## src/rtl/ts_pkg.sv

```systemverilog
package ts_pkg;

  typedef enum logic [3:0] {
    S_IDLE,
    S_CNT_RD,
    S_CNT_WT,
    S_TO_RD,
    S_TO_WT,
    S_TO_CLR,
    S_FL_RD,
    S_FL_WT,
    S_FL_WR,
    S_REQ,
    S_DONE
  } scan_st_e;

endpackage

```

## src/rtl/ts_tick_div.sv

```systemverilog
module ts_tick_div #(
  parameter int DIV    = 3,
  parameter int TIME_W = 16
) (
  input  logic              clk,
  input  logic              rst,
  input  logic              tick_i,
  output logic              step_o,
  output logic [TIME_W-1:0] time_o
);

  localparam int CW = (DIV > 1) ? $clog2(DIV) : 1;
  localparam logic [CW-1:0] LAST = CW'(DIV - 1);

  logic [CW-1:0] cnt_q;

  always_ff @(posedge clk) begin
    if (rst) begin
      cnt_q  <= '0;
      step_o <= 1'b0;
      time_o <= '0;
    end else begin
      step_o <= 1'b0;
      if (tick_i) begin
        if (cnt_q == LAST) begin
          cnt_q  <= '0;
          step_o <= 1'b1;
          time_o <= time_o + 1'b1;
        end else begin
          cnt_q <= cnt_q + 1'b1;
        end
      end
    end
  end

endmodule

```

## src/rtl/ts_deadline.sv

```systemverilog
module ts_deadline #(
  parameter int TIME_W = 16
) (
  input  logic [TIME_W-1:0] now_i,
  input  logic [TIME_W-1:0] interval_i,
  output logic [TIME_W-1:0] deadline_o
);

  logic [TIME_W-1:0] sum;

  always_comb begin
    sum = now_i + interval_i;
    if (interval_i == '0)
      deadline_o = '0;
    else if (sum == '0)
      deadline_o = TIME_W'(1);
    else
      deadline_o = sum;
  end

endmodule

```

## src/rtl/ts_scan_ctrl.sv

```systemverilog
module ts_scan_ctrl
  import ts_pkg::*;
#(
  parameter int ADDR_W      = 16,
  parameter int DATA_W      = 16,
  parameter int COUNT_ADDR  = 1,
  parameter int BLOCK_BASE  = 'h40,
  parameter int STRIDE_LG2  = 2,
  parameter int FLAGS_OFS   = 1,
  parameter int TIMEOUT_OFS = 3,
  parameter int WAIT_BIT    = 1
) (
  input  logic              clk,
  input  logic              rst,
  input  logic              step_i,
  input  logic [DATA_W-1:0] time_i,
  output logic              mem_req_o,
  output logic              mem_we_o,
  output logic [ADDR_W-1:0] mem_addr_o,
  output logic [DATA_W-1:0] mem_wdata_o,
  input  logic [DATA_W-1:0] mem_rdata_i,
  output logic              rq_valid_o,
  output logic [ADDR_W-1:0] rq_handle_o,
  input  logic              rq_ready_i,
  output logic              done_o
);

  localparam logic [DATA_W-1:0] WAIT_MASK = DATA_W'(1) << WAIT_BIT;

  scan_st_e          state_q;
  logic [DATA_W-1:0] idx_q;
  logic [DATA_W-1:0] count_q;
  logic [DATA_W-1:0] stamp_q;
  logic [DATA_W-1:0] flags_q;

  logic [ADDR_W-1:0] base;
  logic [DATA_W-1:0] idx_nx;
  logic              last;

  assign base   = ADDR_W'(BLOCK_BASE) + (ADDR_W'(idx_q) << STRIDE_LG2);
  assign idx_nx = idx_q + 1'b1;
  assign last   = (idx_nx == count_q);

  always_comb begin
    mem_req_o   = 1'b0;
    mem_we_o    = 1'b0;
    mem_addr_o  = '0;
    mem_wdata_o = '0;
    unique case (state_q)
      S_CNT_RD: begin
        mem_req_o  = 1'b1;
        mem_addr_o = ADDR_W'(COUNT_ADDR);
      end
      S_TO_RD: begin
        mem_req_o  = 1'b1;
        mem_addr_o = base + ADDR_W'(TIMEOUT_OFS);
      end
      S_TO_CLR: begin
        mem_req_o  = 1'b1;
        mem_we_o   = 1'b1;
        mem_addr_o = base + ADDR_W'(TIMEOUT_OFS);
      end
      S_FL_RD: begin
        mem_req_o  = 1'b1;
        mem_addr_o = base + ADDR_W'(FLAGS_OFS);
      end
      S_FL_WR: begin
        mem_req_o   = 1'b1;
        mem_we_o    = 1'b1;
        mem_addr_o  = base + ADDR_W'(FLAGS_OFS);
        mem_wdata_o = flags_q & ~WAIT_MASK;
      end
      default: ;
    endcase
  end

  assign rq_valid_o  = (state_q == S_REQ);
  assign rq_handle_o = base;
  assign done_o      = (state_q == S_DONE);

  always_ff @(posedge clk) begin
    if (rst) begin
      state_q <= S_IDLE;
      idx_q   <= '0;
      count_q <= '0;
      stamp_q <= '0;
      flags_q <= '0;
    end else begin
      unique case (state_q)
        S_IDLE: if (step_i) begin
          stamp_q <= time_i;
          state_q <= S_CNT_RD;
        end
        S_CNT_RD: state_q <= S_CNT_WT;
        S_CNT_WT: begin
          count_q <= mem_rdata_i;
          idx_q   <= '0;
          state_q <= (mem_rdata_i == '0) ? S_DONE : S_TO_RD;
        end
        S_TO_RD: state_q <= S_TO_WT;
        S_TO_WT: begin
          if (mem_rdata_i != '0 && mem_rdata_i == stamp_q)
            state_q <= S_TO_CLR;
          else if (last)
            state_q <= S_DONE;
          else begin
            idx_q   <= idx_nx;
            state_q <= S_TO_RD;
          end
        end
        S_TO_CLR: state_q <= S_FL_RD;
        S_FL_RD:  state_q <= S_FL_WT;
        S_FL_WT: begin
          flags_q <= mem_rdata_i;
          state_q <= S_FL_WR;
        end
        S_FL_WR: state_q <= S_REQ;
        S_REQ: if (rq_ready_i) begin
          if (last)
            state_q <= S_DONE;
          else begin
            idx_q   <= idx_nx;
            state_q <= S_TO_RD;
          end
        end
        S_DONE:  state_q <= S_IDLE;
        default: state_q <= S_IDLE;
      endcase
    end
  end

endmodule

```

## src/rtl/timeout_scanner.sv

```systemverilog
module timeout_scanner #(
  parameter int ADDR_W      = 16,
  parameter int DATA_W      = 16,
  parameter int TICK_DIV    = 3,
  parameter int COUNT_ADDR  = 1,
  parameter int BLOCK_BASE  = 'h40,
  parameter int STRIDE_LG2  = 2,
  parameter int FLAGS_OFS   = 1,
  parameter int TIMEOUT_OFS = 3,
  parameter int WAIT_BIT    = 1
) (
  input  logic              clk,
  input  logic              rst,
  input  logic              tick_i,
  output logic [DATA_W-1:0] now_o,
  input  logic [DATA_W-1:0] wait_ticks_i,
  output logic [DATA_W-1:0] deadline_o,
  output logic              mem_req_o,
  output logic              mem_we_o,
  output logic [ADDR_W-1:0] mem_addr_o,
  output logic [DATA_W-1:0] mem_wdata_o,
  input  logic [DATA_W-1:0] mem_rdata_i,
  output logic              rq_valid_o,
  output logic [ADDR_W-1:0] rq_handle_o,
  input  logic              rq_ready_i,
  output logic              scan_done_o
);

  logic step;

  ts_tick_div #(
    .DIV   (TICK_DIV),
    .TIME_W(DATA_W)
  ) u_div (
    .clk   (clk),
    .rst   (rst),
    .tick_i(tick_i),
    .step_o(step),
    .time_o(now_o)
  );

  ts_deadline #(
    .TIME_W(DATA_W)
  ) u_deadline (
    .now_i     (now_o),
    .interval_i(wait_ticks_i),
    .deadline_o(deadline_o)
  );

  ts_scan_ctrl #(
    .ADDR_W     (ADDR_W),
    .DATA_W     (DATA_W),
    .COUNT_ADDR (COUNT_ADDR),
    .BLOCK_BASE (BLOCK_BASE),
    .STRIDE_LG2 (STRIDE_LG2),
    .FLAGS_OFS  (FLAGS_OFS),
    .TIMEOUT_OFS(TIMEOUT_OFS),
    .WAIT_BIT   (WAIT_BIT)
  ) u_scan (
    .clk        (clk),
    .rst        (rst),
    .step_i     (step),
    .time_i     (now_o),
    .mem_req_o  (mem_req_o),
    .mem_we_o   (mem_we_o),
    .mem_addr_o (mem_addr_o),
    .mem_wdata_o(mem_wdata_o),
    .mem_rdata_i(mem_rdata_i),
    .rq_valid_o (rq_valid_o),
    .rq_handle_o(rq_handle_o),
    .rq_ready_i (rq_ready_i),
    .done_o     (scan_done_o)
  );

endmodule

```

## config.mk

```make
export PLATFORM = sky130hd
export DESIGN_NAME = timeout_scanner
export DESIGN_NICKNAME = d
export VERILOG_FILES = /design/src/rtl/ts_pkg.sv /design/src/rtl/ts_tick_div.sv /design/src/rtl/ts_deadline.sv /design/src/rtl/ts_scan_ctrl.sv /design/src/rtl/timeout_scanner.sv
export SDC_FILE = /design/constraint.sdc
export NUM_CORES = 1
export LEC_CHECK = 0
export ABC_CLOCK_PERIOD_IN_PS = 3900
export BUFFER_PORTS_ARGS = -buffer_cell sky130_fd_sc_hd__buf_4
export CORE_MARGIN = 5
export CORE_UTILIZATION = 34
export CTS_BUF_LIST = sky130_fd_sc_hd__clkbuf_8
export DETAILED_ROUTE_END_ITERATION = 6
export SLEW_MARGIN = 20
export SYNTH_ARGS = -nofsm -noshare
export SYNTH_HDL_FRONTEND = slang
export SYNTH_SLANG_ARGS = --single-unit
```

## constraint.sdc

```tcl
create_clock -name clk -period 3.9 [get_ports clk]
set_input_delay 0.585 -clock clk [delete_from_list [all_inputs] [get_ports clk]]
set_output_delay 0.585 -clock clk [all_outputs]
set_load 0.005 [all_outputs]
```

==> out/results.ini <==
[routing]
routed-wl-met3_microns=860
dr.pass1.iters=4
detail_route.iter0.violations=364
vias=5358
postRouteAntennaNets=0
vias_per_cell=5.103
post_drt_wl_per_cell_microns=15.54
wl_mm=16.32
m1WireLength_mm=7.353
highest_layer=met4
drcViolationCount=0
dr_wl_met2_mm=7.830

[setup_path]
reg2reg_slack_ns=0.70
startpoint_type=primary input
end_kind=output port
crit_required_ns=3.31
slowest_delay_ns=0.36
cp_slowest_cell=fa_2
crit_fanout=3
r2r_cells=9
r2r_start=u_scan.idx_q[0]
criticalPathCategory=in -> out
crit_chain=buf_4, ha_4, fa_2, a21o_1, a221oi_2, buf_4, o21ai_2, xor2_1, nor4_1, and3_1, nand4_1, o41ai_2, buf_4
r2r_end=u_scan.idx_q[0]
worstPathArrival_ns=3.17
cp_common_cell=buf_4

[finish]
design_area_sq_um=6913
num_antenna_cells=0
syn2layout_area_growth_pct=23.44
drive_gt1_frac=0.2036
fillCellCount=1713
final_nets=880

[placement]
dp_hpwl_mm=12.22
io_buffers=116
placed_area_sq_um=6584
place.gp.congestion=0.8766
dpl_worst_slack_ns=0.1047

[synthesis]
synth_most_common_cell=nand2_1
ys_top_cells_by_area=dfxtp_1, nand2_1, a21oi_1, xnor2_1, xor2_1
syn_area_per_cell_sq_um=7.630
yosys_warnings=0
synth_largest_area_cell=dfxtp_1
synth.yosys.seq_area_share=0.3074
synthTopCellsByCount=nand2_1, dfxtp_1, a21oi_1, nor2_1, xnor2_1
synthArstFlopShare=0
synth_seq_cells=86
synth_area_sq_um=5600
synth_top_cell_area_share=0.3074
ys_types=67
synth_edf_count=0
synth-main-ff-cell=dfxtp_1
synthCells=734

[clock_network]
cts-htree-levels=3
clk_latency_ns=0.36
cts_hold_buffers=0
path_clk_slew_ns=0.09
cts_root_buf=clkbuf_8
clock_path_buffers=2
cts_buffers=9
tritoncts=built
cts_sinks=86

[pwr]
swShare=0.2320
p_leak_nw=2.718
clock_power_share=0.441
seqPwrFrac=0.463
p_switching_uw=452.8
pwr-share-comb=0.096
power_density_nw_per_um2=282.3
vdd_drop_max_mv=0.1415
p_int_mw=1.499

[global_routing]
grt_max_degree=55
overflow=0
grt_pass1_vias=5164
grt_pass1_wl_mm=26.54
antenna_found_initial=0
grt_use_total=0.1660

[sta]
worst_slack_ns=0.1412
fmax_mhz=266.0
period_share=0.9638
slew_viol_final=0
relSlewSlack=0.5432
grt_setup_unrepaired=yes
setup_viol=0
min_period_ns=3.759
clock_skew_ns=0.008000
final_hold_viol_count=0
worstMarginPinSlew_ns=0.6852

[die]
fp-row-count=47
die_area_sq_um=19140
pin_count=120
die_w_microns=138.3
core-area_sq_um=16350
start_util=0.3426
die_h_microns=138.3

[hold_path]
hold_path.class=reg -> reg
hold_start=u_scan.flags_q[9]
min_to=u_scan.flags_q[9]
whs_path_depth=2

[run]
maxCapViolations=0

[run_status]
status=finished, final reports clean

[logic make-up after synthesis]
logic type	Yosys count	synth area share
xor+xnor	72	0.1126
flops	86	0.3074
simple gates	322	0.2920
fa+ha+maj	19	0.04379
other cells	1	0.0006696
buf+inv	69	0.05921
compound gates	161	0.1770
mux	4	0.007373
[stage by stage]
step / total power, mW / utilization / hold slack [ns] / instances / TNS (ns)
6_report: 1.951 / 0.4229 / 0.4537 / 1050 / 0
4_1_cts: 1.963 / 0.4199 / 0.4569 / 1049 / 0
3_3_place_gp: 1.108 / 0.4027 / 0.4384 / 1033 / 0
2_1_floorplan: 1.019 / - / 0.4317 / 736 / 0
5_1_grt: 2.023 / 0.4229 / 0.4795 / 1050 / -0.03058
3_5_place_dp: 1.107 / 0.4027 / 0.4440 / 1033 / 0
[registers in the layout, summed over array words and instances (netlist names)]
signal / cells
u_scan.state_q: 4
u_div.cnt_q: 2
u_scan.count_q: 16
u_div.time_o: 16
u_scan.stamp_q: 16
u_scan.idx_q: 16
u_div.step_o: 1
u_scan.flags_q: 15
[power by group through the flow]
| stage | registers (mW) | clock network (mW) | logic, mW |
|---|---|---|---|
| after detailed placement | 0.923 | 0 | 0.184 |
| after CTS | 0.902 | 0.875 | 0.185 |
| after global placement | 0.923 | 0 | 0.185 |
| after floorplan | 0.908 | 0 | 0.112 |
| after global routing | 0.905 | 0.914 | 0.205 |
| final | 0.903 | 0.860 | 0.188 |
[final cells by class]
type                    instances  area, sq um  share of cell area
clock buffers                  11        151.4             0.02190
multi-input cells             581         3593              0.5198
flip-flops and latches         86         1724              0.2494
repair buffers                130        975.9              0.1412
clock inverters                 5        128.9             0.01864
well taps                     220        275.3             0.03982
inverters                      17        63.81            0.009231
[routing by layer]
metal	track usage	up-vias
met5	0	-
met4	0.04888	0
met3	0.02797	19
met2	0.2831	161
met1	0.2158	2458
li1	-	2720
[placed cells by master (no fill, tap or decap), types with 8 or more instances in the layout]
cell type	Yosys	layout
a21oi_1	83	83
and2_1	19	19
and3_1	10	10
buf_4	14	130
clkbuf_8	0	11
dfxtp_1	86	84
ha_1	18	17
inv_1	17	17
nand2_1	123	123
nand2b_1	8	8
nand3_1	18	18
nand4_1	14	14
nor2_1	54	54
nor2b_1	25	25
nor3_1	9	9
nor4_1	16	16
o21ai_0	24	23
xnor2_1	40	40
xor2_1	32	32
[timing repair]
action | 4_1_cts | 5_1_grt
setup endpoints to repair | 0 | 2
buffers inserted | 0 | 1
gates resized for setup | 0 | 10
[worst max-delay path, delay by kind of cell]
kind	cells	cell delay, ns
compound gates	4	0.86
buf+inv	3	0.45
simple gates	3	0.57
fa+ha+maj	2	0.52
xor+xnor	1	0.17
[worst max path at each step]
stage / start / endpoint / slack, ns
2_1_floorplan: wait_ticks_i[0] / deadline_o[0] / 0.45
4_1_cts: u_div.time_o[0] / deadline_o[0] / 0.06
6_report: wait_ticks_i[0] / deadline_o[0] / 0.14
3_3_place_gp: wait_ticks_i[0] / deadline_o[0] / 0.10
5_1_grt: u_div.time_o[0] / deadline_o[0] / -0.03
3_5_place_dp: wait_ticks_i[0] / deadline_o[0] / 0.10
No activity file was read; power rests on OpenSTA's default activity.
